`src/rtl/wps_pkg.sv`:
```
package wps_pkg;

  localparam int CLASS_W = 3;

  typedef enum logic [CLASS_W-1:0] {
    WC_ALL_HIT     = 3'd0,
    WC_MOSTLY_HIT  = 3'd1,
    WC_BALANCED    = 3'd2,
    WC_MOSTLY_MISS = 3'd3,
    WC_ALL_MISS    = 3'd4
  } warp_class_e;

  // Cache-friendly classes are steered to the urgent queue.
  function automatic logic class_is_urgent(input logic [CLASS_W-1:0] code);
    return (code == WC_ALL_HIT) || (code == WC_MOSTLY_HIT);
  endfunction

endpackage

```
`src/rtl/wps_open_rows.sv`:
```
module wps_open_rows #(
  parameter int NUM_BANKS = 4,
  parameter int ROW_W     = 10,
  localparam int BANK_W   = $clog2(NUM_BANKS)
) (
  input  logic              clk,
  input  logic              rst_n,
  input  logic              upd,
  input  logic [BANK_W-1:0] upd_bank,
  input  logic [ROW_W-1:0]  upd_row,
  output logic [ROW_W-1:0]  open_row [NUM_BANKS],
  output logic [NUM_BANKS-1:0] open_vld
);

  for (genvar gb = 0; gb < NUM_BANKS; gb++) begin : g_bank
    logic hit_this;
    assign hit_this = upd && (upd_bank == BANK_W'(gb));

    always_ff @(posedge clk) begin
      if (!rst_n) begin
        open_vld[gb] <= 1'b0;
        open_row[gb] <= '0;
      end else if (hit_this) begin
        open_vld[gb] <= 1'b1;
        open_row[gb] <= upd_row;
      end
    end
  end

endmodule

```
`src/rtl/wps_queue.sv`:
```
module wps_queue #(
  parameter int DEPTH     = 8,
  parameter int NUM_BANKS = 4,
  parameter int ROW_W     = 10,
  parameter int TAG_W     = 8,
  localparam int BANK_W   = $clog2(NUM_BANKS),
  localparam int IDX_W    = (DEPTH > 1) ? $clog2(DEPTH) : 1,
  localparam int CNT_W    = $clog2(DEPTH + 1)
) (
  input  logic              clk,
  input  logic              rst_n,
  input  logic              enq,
  input  logic [BANK_W-1:0] enq_bank,
  input  logic [ROW_W-1:0]  enq_row,
  input  logic [TAG_W-1:0]  enq_tag,
  input  logic              deq,
  input  logic [ROW_W-1:0]  open_row [NUM_BANKS],
  input  logic [NUM_BANKS-1:0] open_vld,
  output logic              full,
  output logic              empty,
  output logic [CNT_W-1:0]  count,
  output logic [BANK_W-1:0] head_bank,
  output logic [ROW_W-1:0]  head_row,
  output logic [TAG_W-1:0]  head_tag
);

  typedef struct packed {
    logic [BANK_W-1:0] bank;
    logic [ROW_W-1:0]  row;
    logic [TAG_W-1:0]  tag;
  } ent_t;

  // Entry 0 is always the oldest; entries are kept compacted by age.
  ent_t             ent     [DEPTH];
  ent_t             ent_nxt [DEPTH];
  ent_t             shifted [DEPTH];
  logic [DEPTH-1:0] row_hit;
  logic [CNT_W-1:0] cnt_q;
  logic [CNT_W-1:0] wr_slot;
  logic [IDX_W-1:0] sel_idx;
  logic [IDX_W-1:0] first_hit;
  logic             any_hit;
  ent_t             enq_ent;

  // Lowest set index of a vector: the oldest qualifying entry.
  function automatic logic [IDX_W-1:0] oldest_of(input logic [DEPTH-1:0] v);
    logic [IDX_W-1:0] r;
    r = '0;
    for (int i = DEPTH - 1; i >= 0; i--) begin
      if (v[i]) r = IDX_W'(i);
    end
    return r;
  endfunction

  assign enq_ent   = '{bank: enq_bank, row: enq_row, tag: enq_tag};
  assign any_hit   = |row_hit;
  assign first_hit = oldest_of(row_hit);
  assign sel_idx   = any_hit ? first_hit : '0;
  assign wr_slot   = cnt_q - CNT_W'(deq);

  for (genvar gi = 0; gi < DEPTH; gi++) begin : g_ent
    logic live;
    assign live = CNT_W'(gi) < cnt_q;
    assign row_hit[gi] = live && open_vld[ent[gi].bank] &&
                         (open_row[ent[gi].bank] == ent[gi].row);

    if (gi < DEPTH - 1) begin : g_shift
      assign shifted[gi] = ent[gi+1];
    end else begin : g_last
      assign shifted[gi] = ent[gi];
    end

    always_comb begin
      ent_nxt[gi] = ent[gi];
      if (deq && (IDX_W'(gi) >= sel_idx)) ent_nxt[gi] = shifted[gi];
      if (enq && (CNT_W'(gi) == wr_slot)) ent_nxt[gi] = enq_ent;
    end

    always_ff @(posedge clk) begin
      if (!rst_n) ent[gi] <= '0;
      else        ent[gi] <= ent_nxt[gi];
    end
  end

  always_ff @(posedge clk) begin
    if (!rst_n) cnt_q <= '0;
    else        cnt_q <= cnt_q + CNT_W'(enq) - CNT_W'(deq);
  end

  assign count     = cnt_q;
  assign full      = (cnt_q == CNT_W'(DEPTH));
  assign empty     = (cnt_q == '0);
  assign head_bank = ent[sel_idx].bank;
  assign head_row  = ent[sel_idx].row;
  assign head_tag  = ent[sel_idx].tag;

endmodule

```
`src/rtl/warp_class_mem_sched.sv`:
```
module warp_class_mem_sched #(
  parameter int NUM_BANKS = 4,
  parameter int ROW_W     = 10,
  parameter int TAG_W     = 8,
  parameter int QDEPTH    = 8
) (
  input  logic                         clk,
  input  logic                         rst_n,
  input  logic                         req_valid,
  output logic                         req_ready,
  input  logic [wps_pkg::CLASS_W-1:0]  req_type,
  input  logic [$clog2(NUM_BANKS)-1:0] req_bank,
  input  logic [ROW_W-1:0]             req_row,
  input  logic [TAG_W-1:0]             req_tag,
  output logic                         iss_valid,
  input  logic                         iss_ready,
  output logic [$clog2(NUM_BANKS)-1:0] iss_bank,
  output logic [ROW_W-1:0]             iss_row,
  output logic [TAG_W-1:0]             iss_tag,
  output logic                         iss_urgent
);

  localparam int BANK_W = $clog2(NUM_BANKS);
  localparam int CNT_W  = $clog2(QDEPTH + 1);

  logic              to_urgent;
  logic              accept;
  logic              fire;
  logic              u_enq, b_enq, u_deq, b_deq;
  logic              u_full, u_empty, b_full, b_empty;
  logic [CNT_W-1:0]  u_count, b_count;
  logic [BANK_W-1:0] u_bank, b_bank;
  logic [ROW_W-1:0]  u_row, b_row;
  logic [TAG_W-1:0]  u_tag, b_tag;
  logic [ROW_W-1:0]  orow [NUM_BANKS];
  logic [NUM_BANKS-1:0] ovld;

  // Enqueue steering by divergence class.
  assign to_urgent = wps_pkg::class_is_urgent(req_type);
  assign req_ready = to_urgent ? !u_full : !b_full;
  assign accept    = req_valid && req_ready;
  assign u_enq     = accept && to_urgent;
  assign b_enq     = accept && !to_urgent;

  // Strict priority between the classes.
  assign iss_urgent = !u_empty;
  assign iss_valid  = !u_empty || !b_empty;
  assign iss_bank   = iss_urgent ? u_bank : b_bank;
  assign iss_row    = iss_urgent ? u_row  : b_row;
  assign iss_tag    = iss_urgent ? u_tag  : b_tag;
  assign fire       = iss_valid && iss_ready;
  assign u_deq      = fire && iss_urgent;
  assign b_deq      = fire && !iss_urgent;

  wps_queue #(
    .DEPTH(QDEPTH), .NUM_BANKS(NUM_BANKS), .ROW_W(ROW_W), .TAG_W(TAG_W)
  ) u_urgent_q (
    .clk(clk), .rst_n(rst_n),
    .enq(u_enq), .enq_bank(req_bank), .enq_row(req_row), .enq_tag(req_tag),
    .deq(u_deq), .open_row(orow), .open_vld(ovld),
    .full(u_full), .empty(u_empty), .count(u_count),
    .head_bank(u_bank), .head_row(u_row), .head_tag(u_tag)
  );

  wps_queue #(
    .DEPTH(QDEPTH), .NUM_BANKS(NUM_BANKS), .ROW_W(ROW_W), .TAG_W(TAG_W)
  ) u_backgr_q (
    .clk(clk), .rst_n(rst_n),
    .enq(b_enq), .enq_bank(req_bank), .enq_row(req_row), .enq_tag(req_tag),
    .deq(b_deq), .open_row(orow), .open_vld(ovld),
    .full(b_full), .empty(b_empty), .count(b_count),
    .head_bank(b_bank), .head_row(b_row), .head_tag(b_tag)
  );

  wps_open_rows #(
    .NUM_BANKS(NUM_BANKS), .ROW_W(ROW_W)
  ) u_open_rows (
    .clk(clk), .rst_n(rst_n),
    .upd(fire), .upd_bank(iss_bank), .upd_row(iss_row),
    .open_row(orow), .open_vld(ovld)
  );

endmodule

```
`config.mk`:
```
export PLATFORM = sky130hd
export DESIGN_NAME = warp_class_mem_sched
export DESIGN_NICKNAME = d
export VERILOG_FILES = /design/src/rtl/wps_pkg.sv /design/src/rtl/wps_open_rows.sv /design/src/rtl/wps_queue.sv /design/src/rtl/warp_class_mem_sched.sv
export SDC_FILE = /design/constraint.sdc
export NUM_CORES = 1
export LEC_CHECK = 0
export BUFFER_PORTS_ARGS = -buffer_cell sky130_fd_sc_hd__buf_4
export CORE_AREA = 10 10 257 259
export CTS_CLUSTER_SIZE = 16
export DETAILED_ROUTE_END_ITERATION = 10
export DIE_AREA = 0 0 267 269
export GPL_TIMING_DRIVEN = 0
export PLACE_DENSITY_LB_ADDON = 0.08
export SLEW_MARGIN = 30
export SYNTH_ARGS = -nofsm -noshare
export SYNTH_HDL_FRONTEND = slang
export SYNTH_SLANG_ARGS = --single-unit
```
`constraint.sdc`:
```
create_clock -name clk -period 5.02 [get_ports clk]
set_input_delay 0.753 -clock clk [delete_from_list [all_inputs] [get_ports clk]]
set_output_delay 0.753 -clock clk [all_outputs]
set_load 0.01 [all_outputs]
```
==> reports/metrics.cfg <==
[drt]
drtIter0Drc=3829
routed_via_density=6.99
vias=28353
drcViolationCount=0
drt-total-wl_mm=147
detail-route-antenna-nets=0
first_pass_iters=6
wl_per_cell_microns=36.3

[flow_run]
drv_cap=0

[status]
outcome=finished, violations left
violations=negative setup slack

[layout]
fill_cells=5440
finalNetCount=3280
final_common_cell=mux2i_1
area.growth.synth_to_final_pct=26.1
drive_gt1_share_pct=26.0
fin_area_sq_um=34300
final_cell_mix=mux2i_1, nor2_1, dfxtp_1

[logic_synthesis]
ys_seq_area_share_pct=27.4
netlist_instances=3016
yosysWarningCount=0
syn_area_sq_um=27200
synth-edff-count=0
avgSynthCellArea_sq_um=9.02
synth_cell_types=88
dominantRegCellSynth=dfxtp_1
ys_ff_latch=372
syn-num-nets=3063
synth-async-reset-ratio_pct=0

[placement]
gp_congestion=1.07
io_buffers=47
hpwl_mm=106
placed_area_sq_um=28600
post-place-ws_ns=-1.36

[timing]
period_needed_ns=5.23
fmax_mhz=191
fin_crit_sh_pct=104
relSlewSlack_pct=28.7
setup_violations=20
clock_skew_ns=0.0349
rsz0062_at_grt=yes
final_hold_viol_count=0
drv_slew=0
tightest_slew_ns=1.07
setup_ws_ns=-0.206
hold_slack_ns=0.514

[setup_path]
critPathRequiredTime_ns=4.27
endpoint_kind=output port
arrival_ns=4.47
crit_type=reg2out
critPathLaunchType=flop
crit_fanout=10

[grt]
track_usage_pct=39.6
grt_max_degree=15
grt_antenna_before_repair=7
grt_pass1_wl_mm=202
grt_overflow=0
grt_pass1_vias=27126

[clock_network]
cts_tree=yes
root_buffer=clkbuf_16
numCtsBuffers=42
clkTransAtPathRegs_ns=0.06
htreeDepth=2
clk_latency_ns=0.62
cts.sinks=372
cts_buffer_depth=3

[die]
pin_count=50
fp.dieH_microns=269
initial_utilization_pct=44.6
coreArea_sq_um=61000
die_w_microns=267
row_count=91
dieArea_sq_um=71800

[power]
peakVddDrop_v=0.000610
power_density_nw_per_um2=823
p_leak_nw=12.6
power_mw=28.2

[worst_hold_path]
min_path_type=reg2reg

[cell type report]
cell class                      count  area [sq um]  area share (%)
Multi-Input combinational cell   2287         19900            57.9
Tap cell                          790           988            2.88
Antenna cell                        3          7.51          0.0219
Sequential cell                   372          7610            22.2
Clock inverter                     18           290           0.846
Inverter                           49           188           0.547
Clock buffer                       59          1180            3.43
Buffer                            291          2480            7.23
Timing Repair Buffer              190          1690            4.93
[flip-flops by register name (all words and copies together) (netlist names)]
name,cells
u_open_rows.open_row,40
u_urgent_q.ent,160
u_backgr_q.ent,160
u_urgent_q.count,4
u_backgr_q.count,4
u_open_rows.open_vld,4
[per-stage QoR]
step / cells / utilization (%) / TNS [ns]
6_report: 4059 / 56.2 / -2.72
5_1_grt: 4056 / 56.2 / -3.31
4_1_cts: 4021 / 54.7 / -0.143
3_5_place_dp: 3856 / 46.9 / -168.23
3_3_place_gp: 3853 / 46.8 / -211.53
2_1_floorplan: 3016 / - / 0
[critical path, cell delays in order (launching register included)]
cell	delay, ns
dfxtp_2	0.56
clkbuf_8	0.35
mux2i_1	0.15
a2111oi_0	0.47
a21oi_1	0.18
nor4_4	0.49
nor2_2	0.17
o21ai_4	0.15
buf_4	0.16
buf_6	0.14
mux2i_2	0.27
o21ai_0	0.11
or2_2	0.32
nand2_1	0.08
nor2_2	0.07
buf_4	0.16
[routing by layer]
layer / global-route usage (%) / vias to the layer above / part of all wire [%]
li1: - / 11685 / -
met5: 0.554 / - / 0.056
met2: 58.6 / 2009 / 42
met1: 49.9 / 14125 / 39
met4: 22.6 / 6 / 6.6
met3: 12.9 / 528 / 13
[worst paths after layout]
path / slack [ns] / endpoint / start / cells after the start
hold / removal: 0.51 / u_urgent_q.ent[0][4] / u_urgent_q.ent[0][4] / 2
hold reg to reg: 0.51 / u_urgent_q.ent[0][4] / u_urgent_q.ent[0][4] / 2
setup / recovery: -0.21 / iss_row[0] / u_open_rows.open_row[22] / 15
setup reg to reg: 0.05 / u_urgent_q.ent[0][9] / u_urgent_q.count[2] / 15
[cell families after synthesis]
| logic type | Yosys count | synth area share, % |
|---|---|---|
| multiplexers | 699 | 30.4 |
| flip-flops | 372 | 27.4 |
| buffers and inverters | 357 | 5.41 |
| AND/OR/NAND/NOR | 761 | 13.1 |
| adder cells (fa/ha/maj) | 20 | 0.975 |
| AO/OA/AOI/OAI | 617 | 16.6 |
| XOR/XNOR | 190 | 6.12 |
[cells in the mapped netlist, types with 5 or more instances]
library cell / count / area (sq um)
mux2i_1: 564 / 5650
dfxtp_1: 372 / 7450
nor2_1: 367 / 1380
a211oi_1: 270 / 2030
clkbuf_1: 236 / 886
nand2_1: 144 / 541
xnor2_1: 124 / 1090
mux4_2: 99 / 2230
o21ai_0: 67 / 335
xor2_1: 66 / 578
buf_2: 58 / 290
a22oi_1: 51 / 383
nand3_1: 49 / 245
inv_1: 48 / 180
a21oi_1: 38 / 190
mux2_2: 35 / 394
o211ai_1: 33 / 248
nor3_1: 27 / 135
nand4_1: 26 / 163
o311a_1: 21 / 210
ha_1: 18 / 225
a31oi_1: 17 / 106
and2_1: 16 / 100
nand2b_1: 16 / 100
nor2b_1: 15 / 93.8
nor4_1: 14 / 87.6
o22ai_1: 13 / 81.3
a2111oi_0: 12 / 105
and4_1: 12 / 105
o2111ai_1: 12 / 105
or2_2: 12 / 75.1
nand4b_1: 11 / 96.3
o21ai_1: 8 / 40.0
and3_1: 7 / 43.8
nor3b_1: 7 / 52.6
o221ai_1: 7 / 61.3
a21o_1: 6 / 45.0
buf_4: 6 / 45.0
a21boi_0: 5 / 37.5
buf_6: 5 / 56.3
nor4b_1: 5 / 43.8
o31ai_1: 5 / 37.5
or3_1: 5 / 31.3
[power breakdown]
group          switching, mW  internal [mW]  total [mW]
Combinational           10.9           8.05        19.0
Sequential              1.94           3.95        5.89
Clock                   1.43           1.96        3.40
[what timing repair did]
item                                    in CTS  in global routing
buffers inserted                           101                 37
gates resized for setup                    609                183
pin swaps                                   64                 60
cloned                                       3                  0
hold buffers                                 0                  0
endpoints found under the setup margin     326                120
(Power assumes the default switching activity.)
